$ cat config.mk
export PLATFORM = sky130hd
export DESIGN_NAME = efg_sequencer
export DESIGN_NICKNAME = d
export VERILOG_FILES = /design/src/rtl/efg_pkg.sv /design/src/rtl/efg_sequencer.sv
export SDC_FILE = /design/constraint.sdc
export NUM_CORES = 1
export LEC_CHECK = 0
export BUFFER_PORTS_ARGS = -buffer_cell sky130_fd_sc_hd__buf_2
export CORE_UTILIZATION = 40
export CTS_CLUSTER_DIAMETER = 30
export DETAILED_ROUTE_END_ITERATION = 12
export PLACE_DENSITY = 0.58
export SLEW_MARGIN = 30
export SYNTH_ARGS = -nofsm -noshare
export SYNTH_HDL_FRONTEND = slang
export SYNTH_SLANG_ARGS = --single-unit
$ cat constraint.sdc
create_clock -name clk -period 3.85 [get_ports clk]
set_input_delay 0.9625 -clock clk [delete_from_list [all_inputs] [get_ports clk]]
set_output_delay 0.9625 -clock clk [all_outputs]
set_load 0.005 [all_outputs]
$ cat src/rtl/efg_pkg.sv
// Shared types and helpers for the Ethernet test frame generator.
// Assumes byte-wide transmit data and the reflected CRC-32 bit order.
package efg_pkg;

    localparam int SEL_W = 4;
    localparam int PAT_W = 16;

    localparam logic [7:0]  PRE_BYTE      = 8'h55;
    localparam logic [7:0]  SFD_BYTE      = 8'hD5;
    localparam logic [31:0] CRC_POLY_REFL = 32'hEDB88320;
    localparam logic [31:0] CRC_SEED      = 32'hFFFFFFFF;

    // Frame section currently on the wire
    typedef enum logic [3:0] {
        PH_IDLE,
        PH_PRE,
        PH_SFD,
        PH_DST,
        PH_SRC,
        PH_LEN,
        PH_PAY,
        PH_FCS,
        PH_GAP
    } phase_t;

    // Configuration held for the duration of a run
    typedef struct packed {
        logic [SEL_W-1:0] dst_sel;
        logic [SEL_W-1:0] src_sel;
        logic             txer_en;
        logic             bad_fcs;
        logic [PAT_W-1:0] pattern;
    } gen_cfg_t;

    // One byte through the reflected CRC-32, eight bit steps unrolled
    function automatic logic [31:0] crc32_step(input logic [31:0] c, input logic [7:0] d);
        logic [31:0] r;
        r = c ^ {24'h0, d};
        for (int i = 0; i < 8; i++) begin
            r = r[0] ? ((r >> 1) ^ CRC_POLY_REFL) : (r >> 1);
        end
        return r;
    endfunction

endpackage

$ cat src/rtl/efg_sequencer.sv
// Frame sequencer.
// Walks the frame sections with a byte index and counts completed frames.
// Assumes every section is at least one byte long and the payload is
// at least 4 bytes.
module efg_sequencer
    import efg_pkg::*;
#(
    parameter int PRE_LEN = 7,
    parameter int PAY_LEN = 46,
    parameter int GAP_LEN = 12,
    parameter int CNT_W   = 16
) (
    input  logic             clk,
    input  logic             rst_n,
    input  logic             run_i,
    output phase_t           phase_o,
    output logic [7:0]       idx_o,
    output logic             start_o,
    output logic [CNT_W-1:0] frame_cnt_o
);

    localparam int MAX_LEN = (PAY_LEN > GAP_LEN) ? ((PAY_LEN > PRE_LEN) ? PAY_LEN : PRE_LEN)
                                                 : ((GAP_LEN > PRE_LEN) ? GAP_LEN : PRE_LEN);
    localparam int IDX_W   = $clog2(MAX_LEN + 1);

    phase_t           phase_q, phase_d;
    logic [IDX_W-1:0] idx_q, idx_d, last_idx;
    logic             frame_done;

    // Last byte index of the current section
    always_comb begin
        case (phase_q)
            PH_PRE:         last_idx = IDX_W'(PRE_LEN - 1);
            PH_DST, PH_SRC: last_idx = IDX_W'(5);
            PH_LEN:         last_idx = IDX_W'(1);
            PH_PAY:         last_idx = IDX_W'(PAY_LEN - 1);
            PH_FCS:         last_idx = IDX_W'(3);
            PH_GAP:         last_idx = IDX_W'(GAP_LEN - 1);
            default:        last_idx = '0;
        endcase
    end

    // Next section and index
    always_comb begin
        phase_d = phase_q;
        idx_d   = idx_q;
        if (phase_q == PH_IDLE) begin
            if (run_i) begin
                phase_d = PH_PRE;
                idx_d   = '0;
            end
        end else if (idx_q == last_idx) begin
            idx_d = '0;
            case (phase_q)
                PH_PRE:  phase_d = PH_SFD;
                PH_SFD:  phase_d = PH_DST;
                PH_DST:  phase_d = PH_SRC;
                PH_SRC:  phase_d = PH_LEN;
                PH_LEN:  phase_d = PH_PAY;
                PH_PAY:  phase_d = PH_FCS;
                PH_FCS:  phase_d = PH_GAP;
                PH_GAP:  phase_d = run_i ? PH_PRE : PH_IDLE;
                default: phase_d = PH_IDLE;
            endcase
        end else begin
            idx_d = idx_q + 1'b1;
        end
    end

    assign start_o    = (phase_q == PH_IDLE) && run_i;
    assign frame_done = (phase_q == PH_FCS) && (idx_q == last_idx);

    // Section state registers
    always_ff @(posedge clk) begin
        if (!rst_n) begin
            phase_q <= PH_IDLE;
            idx_q   <= '0;
        end else begin
            phase_q <= phase_d;
            idx_q   <= idx_d;
        end
    end

    // Completed-frame counter
    always_ff @(posedge clk) begin
        if (!rst_n) begin
            frame_cnt_o <= '0;
        end else if (frame_done) begin
            frame_cnt_o <= frame_cnt_o + 1'b1;
        end
    end

    assign phase_o = phase_q;
    assign idx_o   = 8'(idx_q);

endmodule

# ---- After elaboration in Yosys (flattened, before gate mapping)
# Index checks and enable logic that the tools add are counted.
dict set report classes {
  n_addsub 2
  eq_ne 10
  n_mux 9
  reduce_logical 6
}
# op n
set op_table {}
lappend op_table {{one-hot mux 6 bit (6 select lines)} 1}
lappend op_table {{one-hot mux 4 bit (8 select lines)} 1}
lappend op_table {{two-way mux 6 bit} 3}
lappend op_table {{adder 16 x 1 -> 16 bit (second input constant)} 1}
lappend op_table {{equality test 4 x 3 -> 1 bit (second input constant)} 4}
lappend op_table {{two-way mux 4 bit} 3}
lappend op_table {{equality test 4 x 2 -> 1 bit (second input constant)} 2}
lappend op_table {{adder 6 x 1 -> 6 bit (second input constant)} 1}
lappend op_table {{equality test 6 bit} 1}
lappend op_table {{equality test 4 x 1 -> 1 bit (second input constant)} 1}
lappend op_table {{equality test 4 bit (second input constant)} 1}
lappend op_table {{logical NOT 4 bit} 1}
lappend op_table {{logical AND 1 bit} 2}
lappend op_table {{inequality test 2 bit (second input constant)} 1}
lappend op_table {{AND reduction 2 bit} 1}
lappend op_table {{nonzero test 2 bit} 1}
lappend op_table {{OR reduction 2 bit} 1}
lappend op_table {{two-way mux 1 bit} 1}
dict set report word_totals {
  register_bits 26
  out_inout_bits 29
  word_cells 30
}

# ---- Depth between registers and ports, before layout
dict set report logic_depth {
  depth_word 6
  ltp_mapped 10
  ltp_nobuf 6
}

# ---- Worst setup path after synthesis
# No wires, ideal clock.
dict set report synth_path {
  kind {register -> register}
  startpoint {register phase_q[0], in the netlist phase_o[0]}
  endpoint {register frame_cnt_o[15]}
  arrival_ps 2281
  setup_slack_ps 1499
  stages_incl_launch_ff 10
  path_buffers 3
  period_less_slack_ps 2351
  path_cell_list {dfxtp_1 buf_2 buf_2 mux2i_1 o31ai_1 o22ai_2 or3_4 buf_6 or4_1 a21oi_1}
}
dict set report synth_between {
  elab_chain_len 5
  word_cells_on_any_way 11
  classes_between {8 x eq/ne; 1 x mux; 2 x reduce/logical}
}
# element line_no
set synth_lines {}
lappend synth_lines {{from (decl)} efg_sequencer.sv:26} ;# phase_t phase_q, phase_d;
lappend synth_lines {{from (signal assigned)} efg_sequencer.sv:79} ;# phase_q <= phase_d;
lappend synth_lines {{equality test 4 x 3 -> 1 bit / equality test 4 x 2 -> 1 bit (equally long branches)} efg_sequencer.sv:32} ;# case (phase_q)
lappend synth_lines {{OR reduction 2 bit} efg_sequencer.sv:32}
lappend synth_lines {{one-hot mux 6 bit (6 select lines)} efg_sequencer.sv:32}
lappend synth_lines {{equality test 6 bit} efg_sequencer.sv:71} ;# assign frame_done = (phase_q == PH_FCS) && (idx_q == last_idx);
lappend synth_lines {{logical AND 1 bit (*)} efg_sequencer.sv:71}
lappend synth_lines {{to (signal assigned)} efg_sequencer.sv:89} ;# frame_cnt_o <= frame_cnt_o + 1'b1;
lappend synth_lines {{to (decl)} efg_sequencer.sv:19} ;# output logic [CNT_W-1:0] frame_cnt_o
# Mark *: on every way between the ends. The rest lies on a longest branch, timed or not.
# A chain may end at the register's enable or synchronous reset.

# ---- Worst setup path in the final report
dict set report layout_path {
  startpoint {register phase_q[3], in the netlist phase_o[3]}
  endpoint {register frame_cnt_o[15]}
}
# The elaborated chain is that of the path after synthesis.

==> flow_summary.ini <==
[finish]
layout.cells.most_common_list = 29 x sky130_fd_sc_hd__buf_2, 26 x sky130_fd_sc_hd__dfxtp_1, 17 x sky130_fd_sc_hd__nand2_1
antenna_cells_inserted = 0
register_area_um2 = 520
multiInputGateArea_um2 = 928
area_overhead_of_the_layout_relative_to_synthesis_pct = 11.0
share_of_cells_above_drive_strength_1_pct = 17.7
nets = 216
mostFrequentLayoutCell = sky130_fd_sc_hd__buf_2
num-fill-cells = 390

[grt]
first_global_vias = 1378
combined_global_route_utilization_of_all_metal_layers_pct = 19.1
grt_antenna_before_repair = 0
wire_length_of_the_first_global_routing_pass_um = 6260
grt_remaining_overflow = 0
pin_count_of_the_biggest_net_entering_global_routing = 33

[synth]
synth_async_sr_flop_share_pct = 0
synth-edff-count = 0
ys_top_cells_by_area = sky130_fd_sc_hd__dfxtp_1 34%, sky130_fd_sc_hd__a21oi_1 5.2%, sky130_fd_sc_hd__o31ai_1 4.9%, sky130_fd_sc_hd__or4_1 4.9%, sky130_fd_sc_hd__nand2_1 4.1%
yosysSeqAreaShare_pct = 33.6
synthesis.area_um2 = 1550
synth-warning-count = 0
yosysTopAreaCell = sky130_fd_sc_hd__dfxtp_1
synthesis_stage_register_bit_count = 26
post_synth_inst_count = 190
postSynth.topFlopCell = sky130_fd_sc_hd__dfxtp_1
ys_types = 44
synthDominantCellAreaShare_pct = 33.6
synthesis.area_per_instance_um2 = 8.15

[route]
first_iter_violations = 89
topRoutingLayerUsed = met4
final_antenna_violating_net_count = 0
drt-met1-wl_um = 1740
viasPerCell = 5.85
num_vias = 1504
detailroute.wirelength.met3_um = 130
wl_met2_um = 1650
drt_wl_total_um = 3590
drc = 0
drt_pass1_iterations = 4
routedWlPerCell_um = 14.0

[floorplanning]
die_h_um = 64.2
floorplan.core_area_um2 = 3690
floorplan.die_area_um2 = 4120
initial_core_util_pct = 42.0
placementRows = 22
fp.dieW_um = 64.2
number_of_top_level_pins = 32

[pwr]
leakage_nw = 0.638
p_total_uw = 863
power.ir.vdd_worst_mv = 0.226
power.density_cell_area_nw_per_um2 = 502

[worst_setup_path]
critical_path.max_fanout = 32
launching_element_type_of_the_critical_path = register
critPathArrivalTime_ns = 2.94
cp_data_required_time_ns = 4.04
critPathCaptureType = register
worst-setup-path-type = reg2reg

[timing]
actual_slew_at_the_worst_max_slew_pin_ns = 0.746
finalSetupViolCount = 0
rsz0062_at_grt = false
final-max-slew-violation-count = 0
achievable-frequency_mhz = 364
final_min_period_over_clock_period_pct = 71.3
fin_tns_setup_ns = 0
slew_headroom_pct = 49.9
finalWorstPathRequiredPeriod_ns = 2.74
hold_viol_final = 0
fin_skew_ns = 0.00315

[cts]
root_buffer = sky130_fd_sc_hd__clkbuf_8
cts_buffers = 3
number_of_buffers_inserted_by_post_cts_setup_repair = 0
clock_latency_ns = 0.27
cts_tree = yes
worst_setup_hold_path_clk_slew_ns = 0.09
ctsHtreeMaxLevel = 1
count_of_clock_tree_sinks = 26
ctsResizeCount = 0
cts.path.max_buffers = 2
cts-hold-fix-buffers = 0

[place]
post-dp-hpwl_um = 2500
place_congestion = 0.799
numPortBuffers = 29

[run_status]
status = finished, final reports clean

[flow_run]
max_capacitance_violation_count = 0

[hold_path]
holdCritPathClass = reg2reg
critical path: stages, from the launching register on:
cell and delay [ns]:
sky130_fd_sc_hd__dfxtp_1 0.60, sky130_fd_sc_hd__nor4b_2 0.43, sky130_fd_sc_hd__a21oi_1 0.11, sky130_fd_sc_hd__xnor2_1 0.24, sky130_fd_sc_hd__or3_4 0.57, sky130_fd_sc_hd__or4_1 0.53
sky130_fd_sc_hd__a21oi_1 0.18
through the flow:
| step | instances | area [um^2] | setup WS [ns] | hold WS [ns] | util, % |
|---|---|---|---|---|---|
| 6_report | 257 | 1720 | 1.11 | 0.497 | 46.6 |
| 5_1_grt | 257 | 1720 | 0.849 | 0.537 | 46.6 |
| 4_1_cts | 257 | 1720 | 1.11 | 0.502 | 46.6 |
| 3_5_place_dp | 254 | 1680 | 1.13 | 0.491 | 45.5 |
| 3_3_place_gp | 254 | 1680 | 1.25 | 0.460 | 45.5 |
| 2_1_floorplan | 191 | 1550 | 1.50 | 0.468 | - |
power by group:
group	switching [mW]	internal (mW)
logic	0.250	0.115
registers	0.0593	0.286
clock network	0.0834	0.0701
total	0.392	0.471
logic make-up after synthesis:
kind of cell,synth area share [%]
compound gates,21.1
other cells,0.242
buf+inv,6.63
simple gates,33.3
flops,33.6
mux,0.647
xor+xnor,2.83
fa+ha+maj,1.62
worst paths after layout:
kind	startpoint	to	slack, ns	cells past startpoint
max	phase_o[3]	frame_cnt_o[15]	1.11	6
min reg2reg	frame_cnt_o[7]	frame_cnt_o[7]	0.50	2
min	frame_cnt_o[7]	frame_cnt_o[7]	0.50	2
max reg2reg	phase_o[3]	frame_cnt_o[15]	1.11	6
routing by layer:
metal  vias up  global-route usage, %
met5         -                      0
met4         0                   8.33
met2        31                   31.3
met1       708                   24.9
met3         6                   2.50
li1        759                      -
cells in the mapped netlist, types with 2 or more instances:
master	n
sky130_fd_sc_hd__a21oi_1	16
sky130_fd_sc_hd__nand3b_1	5
sky130_fd_sc_hd__clkbuf_1	6
sky130_fd_sc_hd__a31oi_1	4
sky130_fd_sc_hd__nand4b_1	3
sky130_fd_sc_hd__nor2_1	11
sky130_fd_sc_hd__nor3_1	2
sky130_fd_sc_hd__nand4_1	7
sky130_fd_sc_hd__or3_1	2
sky130_fd_sc_hd__ha_1	2
sky130_fd_sc_hd__nor4_1	6
sky130_fd_sc_hd__xnor2_1	5
sky130_fd_sc_hd__o21ai_0	9
sky130_fd_sc_hd__and4_1	2
sky130_fd_sc_hd__o31ai_1	10
sky130_fd_sc_hd__or4_1	10
sky130_fd_sc_hd__and2_1	2
sky130_fd_sc_hd__and3_1	5
sky130_fd_sc_hd__o211ai_1	2
sky130_fd_sc_hd__dfxtp_1	26
sky130_fd_sc_hd__buf_6	2
sky130_fd_sc_hd__nand3_1	8
sky130_fd_sc_hd__nand2_1	17
sky130_fd_sc_hd__buf_2	4
sky130_fd_sc_hd__buf_4	3
sky130_fd_sc_hd__inv_1	3
area by class of cell:
class                   count  share of cell area [%]
well taps                  48                    3.50
flip-flops and latches     26                    30.3
multi-input cells         146                    54.0
repair buffers             30                    8.89
clock buffers               3                    2.40
inverters                   4                   0.874
state kept, by name (all words and copies together) (netlist names):
name,flops
frame_cnt_o,16
idx_q,6
phase_o,4
Power figures use the tool's default switching activity.
